File: src/rtl/cmpl_pkg.sv
package cmpl_pkg;
    localparam int SEG_W   = 16;
    localparam int N_SEG   = 4;
    localparam int KEY_W   = SEG_W * N_SEG;
    localparam int IDX_W   = $clog2(N_SEG);

    typedef logic [IDX_W-1:0] seg_idx_t;
    typedef logic [SEG_W-1:0] seg_t;
    typedef logic [KEY_W-1:0] key_t;

    typedef enum logic [1:0] {
        OP_HOLD = 2'd0,
        OP_LOAD = 2'd1,
        OP_ROL  = 2'd2,
        OP_ROR  = 2'd3
    } key_op_t;

    function automatic seg_idx_t next_seg(seg_idx_t cur, seg_idx_t lo, seg_idx_t hi);
        if (cur == hi) return lo;
        return seg_idx_t'(cur + 1'b1);
    endfunction

    function automatic key_t rol1(key_t k);
        return {k[KEY_W-2:0], k[KEY_W-1]};
    endfunction

    function automatic key_t ror1(key_t k);
        return {k[0], k[KEY_W-1:1]};
    endfunction

    function automatic seg_t pick_seg(key_t k, seg_idx_t i);
        return k[i*SEG_W +: SEG_W];
    endfunction
endpackage

File: src/rtl/cmpl_seg_ctr.sv
module cmpl_seg_ctr
    import cmpl_pkg::*;
(
    input  logic     clk,
    input  logic     rst,
    input  logic     adv,
    input  seg_idx_t lo,
    input  seg_idx_t hi,
    output seg_idx_t idx
);
    always_ff @(posedge clk) begin
        if (rst)      idx <= lo;
        else if (adv) idx <= next_seg(idx, lo, hi);
    end

    AST_CTR_WRAP: assert property (@(posedge clk) disable iff (rst)
        (adv && idx == hi) |=> (idx == $past(lo)));
    AST_CTR_STEP: assert property (@(posedge clk) disable iff (rst)
        (adv && idx != hi) |=> (idx == seg_idx_t'($past(idx) + 1'b1)));
    AST_CTR_HOLD: assert property (@(posedge clk) disable iff (rst)
        (!adv) |=> $stable(idx));
endmodule

File: src/rtl/cmpl_key_reg.sv
module cmpl_key_reg
    import cmpl_pkg::*;
(
    input  logic     clk,
    input  logic     rst,
    input  logic     wr_en,
    input  seg_idx_t wr_idx,
    input  seg_t     wr_data,
    input  logic     shl,
    input  logic     shr,
    output key_t     key
);
    key_op_t op;
    key_t    key_nxt;

    always_comb begin
        if (wr_en)            op = OP_LOAD;
        else if (shl && !shr) op = OP_ROL;
        else if (shr && !shl) op = OP_ROR;
        else                  op = OP_HOLD;
    end

    always_comb begin
        key_nxt = key;
        unique case (op)
            OP_LOAD: key_nxt[wr_idx*SEG_W +: SEG_W] = wr_data;
            OP_ROL:  key_nxt = rol1(key);
            OP_ROR:  key_nxt = ror1(key);
            default: key_nxt = key;
        endcase
    end

    always_ff @(posedge clk) begin
        if (rst) key <= '0;
        else     key <= key_nxt;
    end

    AST_LOAD_SEG: assert property (@(posedge clk) disable iff (rst)
        wr_en |=> (pick_seg(key, $past(wr_idx)) == $past(wr_data)));
    AST_ROT_LEFT: assert property (@(posedge clk) disable iff (rst)
        (!wr_en && shl && !shr) |=> (key[0] == $past(key[KEY_W-1]) && key[KEY_W-1:1] == $past(key[KEY_W-2:0])));
    AST_ROT_RIGHT: assert property (@(posedge clk) disable iff (rst)
        (!wr_en && shr && !shl) |=> (key[KEY_W-1] == $past(key[0]) && key[KEY_W-2:0] == $past(key[KEY_W-1:1])));
    AST_BOTH_SHIFT_HOLD: assert property (@(posedge clk) disable iff (rst)
        (!wr_en && shl && shr) |=> $stable(key));
    AST_IDLE_HOLD: assert property (@(posedge clk) disable iff (rst)
        (!wr_en && !shl && !shr) |=> $stable(key));
endmodule

File: src/rtl/cmpl_loader.sv
module cmpl_loader
    import cmpl_pkg::*;
(
    input  logic        clk,
    input  logic        rst,
    input  logic        wr_en,
    input  logic [15:0] wr_data,
    input  logic        rd_en,
    input  logic        shl,
    input  logic        shr,
    input  logic [1:0]  seg_lo,
    input  logic [1:0]  seg_hi,
    output logic [63:0] cmp_word,
    output logic [15:0] rd_data,
    output logic        cmp_req
);
    seg_idx_t wr_idx;
    seg_idx_t rd_idx;
    key_t     key;
    logic     term_wr;

    cmpl_seg_ctr u_wr_ctr (
        .clk(clk), .rst(rst), .adv(wr_en),
        .lo(seg_lo), .hi(seg_hi), .idx(wr_idx)
    );

    cmpl_seg_ctr u_rd_ctr (
        .clk(clk), .rst(rst), .adv(rd_en),
        .lo(seg_lo), .hi(seg_hi), .idx(rd_idx)
    );

    cmpl_key_reg u_key (
        .clk(clk), .rst(rst), .wr_en(wr_en), .wr_idx(wr_idx),
        .wr_data(wr_data), .shl(shl), .shr(shr), .key(key)
    );

    assign term_wr  = wr_en && (wr_idx == seg_hi);
    assign cmp_word = key;
    assign rd_data  = pick_seg(key, rd_idx);

    always_ff @(posedge clk) begin
        if (rst) cmp_req <= 1'b0;
        else     cmp_req <= term_wr;
    end

    AST_REQ_FIRES: assert property (@(posedge clk) disable iff (rst)
        term_wr |=> cmp_req);
    AST_REQ_QUIET: assert property (@(posedge clk) disable iff (rst)
        !term_wr |=> !cmp_req);
    AST_RD_NO_EFFECT: assert property (@(posedge clk) disable iff (rst)
        (rd_en && !wr_en && !shl && !shr) |=> $stable(cmp_word));
endmodule

File: config.mk
export PLATFORM = sky130hd
export DESIGN_NAME = cmpl_loader
export DESIGN_NICKNAME = d
export VERILOG_FILES = /design/src/rtl/cmpl_pkg.sv /design/src/rtl/cmpl_seg_ctr.sv /design/src/rtl/cmpl_key_reg.sv /design/src/rtl/cmpl_loader.sv
export SDC_FILE = /design/constraint.sdc
export NUM_CORES = 1
export LEC_CHECK = 0
export ABC_AREA = 1
export BUFFER_PORTS_ARGS = -buffer_cell sky130_fd_sc_hd__buf_2
export CAP_MARGIN = 20
export CELL_PAD_IN_SITES_DETAIL_PLACEMENT = 1
export CELL_PAD_IN_SITES_GLOBAL_PLACEMENT = 1
export CORE_UTILIZATION = 38
export DETAILED_ROUTE_END_ITERATION = 8
export GPL_TIMING_DRIVEN = 0
export PLACE_DENSITY = 0.86
export SYNTH_ARGS = -nofsm -noshare
export SYNTH_HDL_FRONTEND = slang
export SYNTH_SLANG_ARGS = --single-unit
File: constraint.sdc
create_clock -name clk -period 2.6 [get_ports clk]
set_input_delay 0.26 -clock clk [delete_from_list [all_inputs] [get_ports clk]]
set_output_delay 0.26 -clock clk [all_outputs]
set_load 0.03 [all_outputs]
==> results, run 1 <==
- The clock root buffer is sky130_fd_sc_hd__clkbuf_16.
- Across the VDD grid, the largest voltage drop is 0.353 mV.
- At the worst endpoint, the required time is between 2 and 2.5 ns.
- Setup repair after global routing left no endpoint under its margin.
- The initial cell density of the core is between 30% and 40%.
- The final-stage net count is roughly 960.
- The cell area that synthesis handed to floorplanning was 4920 µm².
- The signal on the critical path passes through buf_2 > inv_1 > clkbuf_1 > o21ai_0 > o22ai_1 > buf_2.
- The number of DRC markers after the initial detailed-route iteration is ~490.
- The largest net degree at the start of global routing is 12.
- Leaving out fill and tap cells, the most frequent cell in the layout is sky130_fd_sc_hd__nor2_1.
- In this run the cell area measured after placement is 5660 µm².
- When the netlist entered floorplanning its net count stood at 840.
- Counting flops with an async set or reset pin after synthesis yields a share of 0%.
- The total clock sinks is 69.
- The worst min-delay path class is in -> reg.
- The number of buffers and inverters on the critical path is 4.
- The power per cell area is 801 nW/µm².
- The cell family contributing the most delay on the critical path is buffers and inverters.
- The detailed placer's ending HPWL is 17200 µm.
- For the final database, setup skew stands at 0.00646 ns.
- Summed over its instances, the top area cell type makes up about a quarter of the synthesized netlist area.
- The internal power summed over all cells is 2.53 mW.
- The count of antenna diodes in the layout is 0.
- The first-pass GRT wire length is 34300 µm.
- In this run the static leakage power is ~2.6 nW.
- Once the clock tree was built, the setup fixing pass inserted 0 buffers.
- The post-CTS clock slew at the launch and capture registers of the worst setup and hold paths is 0.06 ns.
- The total congestion overflow is 0.
- The data arrival time of the critical path is approximately 2.2 ns.
- Global routing consumed, over all layers together, approximately a third of the routing resources.
- The average wire per standard cell is roughly 20 µm.
- In the layout the commonest cells are sky130_fd_sc_hd__nor2_1 (236), sky130_fd_sc_hd__nand3_1 (214), sky130_fd_sc_hd__buf_2 (133), sky130_fd_sc_hd__o21ai_0 (92), sky130_fd_sc_hd__dfxtp_1 (65).
- The number of flip-flops and latches in the synthesized netlist is 69.
- The die covers 13400 µm².
- The global placement routability congestion is 0.976.
- TritonCTS created 9 clock buffers.
- The combinational share of power is 43.9%.
- In this design, the stage delay of the slowest critical-path cell is 0.38 ns.
- In this run, distinct cell masters in the synthesized netlist total 26.
- The worst slew margin relative to its limit is between 60 and 70%.
- The cell accounting for the most synthesized area is sky130_fd_sc_hd__dfxtp_1.
- The initialized floorplan defines 41 standard-cell rows.
- Dividing the detail-routed via count by the number of cells gives 5.74.
- The sort of element at the end of the critical path is an output port.
- The analysis attributes to net switching a power of 2.23 mW.
- The count of buffers added on input and output ports is 106.
- For the final routed database, the setup TNS stands at 0 ns.
- The number of antenna violations at the first check in global routing is 0.
- The clock passes through at most 2 buffers.
- The final design instance area without fill is 5940 µm².
- The number of maximum-capacitance violations is 0.
- The final antenna-violating net count is 0.
- Synthesis handed over a netlist of 808 instances.
- The cell type of the slowest stage on the worst timing path is sky130_fd_sc_hd__edfxtp_1.
- The fraction of the cycle the final worst path needs is a little over nine tenths.
- The floorplan step set the die height to 116 µm.
- Setup violations remaining at the end of the flow were counted as 0.
- The fill cell total of the finished layout is between 1500 and 2000.
- Per report_power, the clock group accounts for around a quarter of the total.
- The number of iterations in the first detailed-routing pass is 5.
- In this run the count of I/O pins placed on the die edge is 107.
- The category of the critical setup timing path is reg -> out.
- The final hold violation count is 0.
- The wire length reported by the detailed router is 22300 µm.
- Along the worst path, the maximum fanout reaches 10.
- The overall die width is 116 µm.
- The measured slew at the worst slew-check pin is 0.585 ns.
- The flow ran to the end, and the final reports show no timing, DRC or antenna violations.
- STA classifies the critical path startpoint as a register.
- In this run the mean area of a mapped cell was 6.09 µm².
- The switching portion of total power is 46.8%.
- The portion of total power attributed to sequential cells is 30.6%.
- For this run, the leading register cell type out of synthesis is sky130_fd_sc_hd__dfxtp_1.
- The via count of the first global-routing pass is 5982.
- Yosys printed 0 warnings.
- At the later pin of the worst-skew pair, clock insertion delay measures 0.35 ns.
- After synthesis, flip-flops and latches occupy 28.9% of the total area.
- The most frequent cell on the critical path is sky130_fd_sc_hd__buf_2.
- Gates resized during post-CTS repair numbered 0.
- The via count of the routed design is between 6000 and 7000.
- Timing would allow up to between 0.3 and 0.4 GHz.
- The total area inside the core boundary comes to 12600 µm².
- The proportion of layout cells with a drive suffix above 1 is 19.8%.
- Yosys mapped a number of flops with a built-in enable equal to 4.
- The TritonCTS clock tree is yes.
- The count of hold buffers inserted by post-cts repair is 0.
- The clock period could shrink to 2.50 ns.
- The area added between synthesis and finish is 20.7%.
- The remaining design rule violation count is 0.
- The count of pins over their slew limit is 0.
- Ranked by total cell area, the synthesized netlist is headed by sky130_fd_sc_hd__dfxtp_1 (26%), sky130_fd_sc_hd__nand3_1 (22%), sky130_fd_sc_hd__nor2_1 (18%).
- The H-tree was split into 3 levels.
power groups by stage:
stage	registers, mW	clock network, mW	logic (mW)
finish	1.45	1.21	2.09
global route	1.47	1.26	2.25
CTS	1.45	1.23	2.06
detailed placement	1.47	0	2.05
global placement	1.47	0	2.02
floorplan	1.65	0	1.14
path summary, 6_finish.rpt:
path	start	end	slack, ns	cells after the start
max	u_rd_ctr.idx[1]$_DFFE_PP_	rd_data[6]	0.1	6
min	rst	cmp_req$_SDFF_PP0_	0.11	2
max reg2reg	u_wr_ctr.idx[0]$_DFFE_PP_	register	0.17	11
min reg2reg	register	register	0.60	2
layout make-up:
class / count / area (µm²) / share of cell area, %
Buffer: 69 / 414 / 6.98
Clock buffer: 11 / 233 / 3.92
Clock inverter: 3 / 40.0 / 0.674
Inverter: 30 / 113 / 1.90
Multi-Input combinational cell: 640 / 2970 / 50.0
Sequential cell: 69 / 1420 / 23.9
Tap cell: 172 / 215 / 3.62
Timing Repair Buffer: 106 / 531 / 8.94
stage by stage:
stage | utilization, % | total power, mW | hold WS, ns | instances | worst slack (ns)
after floorplan | - | 2.78 | 0.337 | 808 | 0.798
after CTS | 47.0 | 4.73 | 0.113 | 1100 | 0.228
after global placement | 44.9 | 3.48 | 0.481 | 1086 | 0.324
after detailed placement | 44.9 | 3.52 | 0.474 | 1086 | 0.279
final | 47.0 | 4.76 | 0.111 | 1100 | 0.0985
after global routing | 47.0 | 4.99 | 0.124 | 1100 | 0.0159
logic make-up after synthesis:
logic type                 count (synthesis)  synth area share [%]
DFF                                       69                  28.9
and+or+nand+nor                          512                  45.5
adders and majority gates                  6                  1.53
buffers and inverters                     99                  10.7
xor gates and xnor gates                   5                 0.890
AOI/OAI and AO/OA                        117                  12.5
synthesized netlist by cell type, types with 2 or more instances:
master and instances:
sky130_fd_sc_hd__nand3_1 214, sky130_fd_sc_hd__xnor2_1 5, sky130_fd_sc_hd__dfxtp_1 65, sky130_fd_sc_hd__nand2_1 48, sky130_fd_sc_hd__clkbuf_1 17, sky130_fd_sc_hd__o22ai_1 16
sky130_fd_sc_hd__o21ai_2 2, sky130_fd_sc_hd__edfxtp_1 4, sky130_fd_sc_hd__buf_1 2, sky130_fd_sc_hd__o21ai_1 6, sky130_fd_sc_hd__ha_1 6, sky130_fd_sc_hd__nor2_4 3
sky130_fd_sc_hd__buf_6 10, sky130_fd_sc_hd__nor2_1 236, sky130_fd_sc_hd__nand2_2 8, sky130_fd_sc_hd__o21ai_0 92, sky130_fd_sc_hd__inv_1 29, sky130_fd_sc_hd__buf_2 27
sky130_fd_sc_hd__buf_4 11
per-layer routing:
layer / GRT usage (%) / vias to the layer above / part of all wire [%]
met2: 55.0 / 272 / 45
met4: 17.9 / 0 / 4.2
met5: 0 / - / 0
met3: 4.55 / 57 / 6.2
met1: 46.2 / 3049 / 44
li1: - / 2935 / -
(Power assumes the default switching activity.)
==> inputs of run 2 (changes only) <==
Settings changed: CORE_UTILIZATION 38 to 39, CTS_BUF_LIST set to sky130_fd_sc_hd__clkbuf_4 sky130_fd_sc_hd__clkbuf_8, PLACE_DENSITY 0.86 to 0.88.
==> run 2 against run 1 <==
Effect of this change:
- cell count decreased by 0.18%
- register-to-register slack got worse by 0.03 ns
- sequential power about the same
- non-clock buffer count unchanged
- fmax increased by 1.7%
- clock skew increased by 0.0017 ns
- highest routed layer unchanged
==> results, run 2 (synthesis results as in run 1) <==
- The run finished with clean final reports.
- The slack of the critical path is around 0.14 ns.
- The die covers 13100 µm².
- The overall die width is 114 µm.
- The worst min-delay path class is in -> reg.
- The number of primary I/O pins is between 100 and 150.
- The first detailed-routing pass ran for 5 iterations.
- The data arrival time of the critical path is 2.78 ns.
- The CTS buffer count is 9.
- Along the worst hold path, the cell count comes to 2.
- In this run, the clock network consumes 19.6% of the power.
- The final-stage net count is 957.
- The measured slew at the worst slew-check pin is 0.687 ns.
- The post-route setup TNS is 0 ns.
- The post-CTS clock slew at the launch and capture registers of the worst setup and hold paths is 0.08 ns.
- The detail route stage leaves a number of antenna-violating nets equal to 0.
- The internal power summed over all cells is 2.21 mW.
- Across the VDD grid, the largest voltage drop is 0.311 mV.
- Global routing consumed, over all layers together, 35.4% of the routing resources.
- The final hold violation count is 0.
- The portion of total power attributed to sequential cells is 33.0%.
- In this run the most critical hold path is launched from rst.
- The deepest level of the CTS H-tree is 3.
- The most critical setup path has its startpoint at u_wr_ctr.idx[0]$_DFFE_PP_.
- Dividing the detail-routed via count by the number of cells gives 5.81.
- At the later pin of the worst-skew pair, clock insertion delay measures 0.38 ns.
- The first-pass GRT wire length is 34700 µm.
- The area of the core is between 10000 and 15000 µm².
- Setup repair after global routing left no endpoint under its margin.
- The average wire per standard cell is 20.0 µm.
- The register-to-register setup slack is 0.14 ns.
- The placement row count is 40.
- The first routing iteration left 694 violations.
- The die extent in y is 114 µm.
- The detailed placer's ending HPWL is 16800 µm.
- The via count of the first global-routing pass is 6270.
- The clock net in this run drives a total of 69 sinks.
- The leakage component of the power is 2.60 nW.
- The wire length reported by the detailed router is ~22000 µm.
- The fraction of the core area covered by cells at the end of the flow is 48.0%.
- The global placement routability congestion is 1.09.
- In the layout the commonest cells are sky130_fd_sc_hd__nor2_1 (236), sky130_fd_sc_hd__nand3_1 (214), sky130_fd_sc_hd__buf_2 (133), sky130_fd_sc_hd__o21ai_0 (92), sky130_fd_sc_hd__dfxtp_1 (65).
- Once the clock tree was built, the resizer swapped 0 gates to a different size.
- The routed design could run at a clock period as short as 2.46 ns.
- The worst clock skew on the final layout is around 0.008 ns.
- At the worst endpoint, the required time is ~2.9 ns.
- The fraction of the cycle the final worst path needs is 94.6%.
- The largest net degree at the start of global routing is 12.
- The clock root buffer is sky130_fd_sc_hd__clkbuf_8.
- The area of all sequential standard cells is 1420 µm².
- The number of antenna violations at the first check in global routing came to 0.
- The initial cell density of the core is 40.4%.
- The sort of element at the end of the critical path is a register.
- In the routed design, unresolved DRC markers number 0.
- TritonCTS built the clock tree.
- In this run the tightest slew margin relative to its limit is 54.2%.
- The most common cell after layout, fill and taps aside is sky130_fd_sc_hd__nor2_1.
- The proportion of layout cells with a drive suffix above 1 is 20.2%.
- The type of origin of the critical path is a register.
- The critical path in this run is classified as reg -> reg.
- The startpoint of the lowest-slack register-to-register path is u_wr_ctr.idx[0]$_DFFE_PP_.
- For this run, the top clock speed supported by timing is around 0.41 GHz.
- The worst hold path terminates at cmp_req$_SDFF_PP0_.
- Along the worst path, the maximum fanout reaches 10.
- Post-CTS timing repair inserted 0 buffers for setup.
- The count of pins over their slew limit was 0.
- The reported net switching power is 2.19 mW.
- The number of port buffers is 106.
- Before CTS, the worst setup slack after placement is 0.308 ns.
- Dividing total power by cell area gives a power density of 754 nW/µm².
- The fill cell total of the finished layout is 1744.
- The total of endpoints with negative setup slack in the final report is 0.
- Summed over all layers, the global routing overflow is 0.
- The combinational share of power is between 40% and 50%.
- In the final layout, the multi-input gates occupy 2970 µm².
- The number of maximum-capacitance violations is 0.
- The count of hold buffers inserted by post-cts repair is 0.
- The clock passes through at most 2 buffers.
- Across all layers, the routed design uses 6382 vias.
- The switching portion of total power is 49.8%.
- Relative to the synthesized area, the layout overhead comes to 18.7%.
- The number of cells on the worst reg-to-reg path is 9.
- The count of antenna diodes in the layout is 0.
-- run 2: changes by cell type in the layout (fill, tap and decap cells not counted), sizes merged --
cell	before	now
bufinv	1	0
clkbuf	30	33
-- run 2: layout make-up --
class / instances / share of cell area, %
Sequential cell: 69 / 24.4
Clock buffer: 14 / 2.87
Multi-Input combinational cell: 640 / 50.9
Timing Repair Buffer: 106 / 9.09
Tap cell: 168 / 3.60
Buffer: 69 / 7.10
Inverter: 30 / 1.93
Clock inverter: 2 / 0.171
-- run 2: per-layer routing --
| metal | track usage, % | vias up | wire (µm) |
|---|---|---|---|
| met5 | 0 | - | 0 |
| met4 | 19.2 | 0 | 928 |
| met3 | 4.29 | 62 | 1700 |
| met1 | 46.1 | 3060 | 9260 |
| met2 | 57.1 | 315 | 10100 |
| li1 | - | 2945 | - |
-- run 2: critical path, stage by stage (launching register included) --
cell	delay [ns]
sky130_fd_sc_hd__edfxtp_1	0.38
sky130_fd_sc_hd__buf_2	0.24
sky130_fd_sc_hd__inv_1	0.21
sky130_fd_sc_hd__ha_1	0.30
sky130_fd_sc_hd__buf_1	0.26
sky130_fd_sc_hd__nor2_1	0.50
sky130_fd_sc_hd__nand3_1	0.15
sky130_fd_sc_hd__nor2_1	0.17
sky130_fd_sc_hd__nor2_1	0.07
sky130_fd_sc_hd__nor2_1	0.10
-- run 2: per-stage QoR --
step           cell area, µm²  hold slack, ns  power (mW)  cells
6_report                 5840          0.0750        4.40   1098
5_1_grt                  5840          0.0886        4.63   1098
4_1_cts                  5840          0.0699        4.37   1098
3_5_place_dp             5660           0.473        3.51   1082
3_3_place_gp             5660           0.470        3.46   1082
2_1_floorplan            4920           0.337        2.78    808
-- run 2: worst max path at each step --
stage	to	slack, ns	depth (start not counted)
final	register	0.14	9
after global routing	rd_data[6]	0.03	6
after CTS	rd_data[6]	0.21	6
after detailed placement	register	0.31	9
after global placement	register	0.34	11
after floorplan	register	0.80	10
-- run 2: power groups by stage --
stage / logic [mW] / clock network (mW) / registers, mW
3_5_place_dp: 2.04 / 0 / 1.47
2_1_floorplan: 1.14 / 0 / 1.65
3_3_place_gp: 2.00 / 0 / 1.46
5_1_grt: 2.25 / 0.913 / 1.47
4_1_cts: 2.06 / 0.868 / 1.44
6_report: 2.09 / 0.865 / 1.45
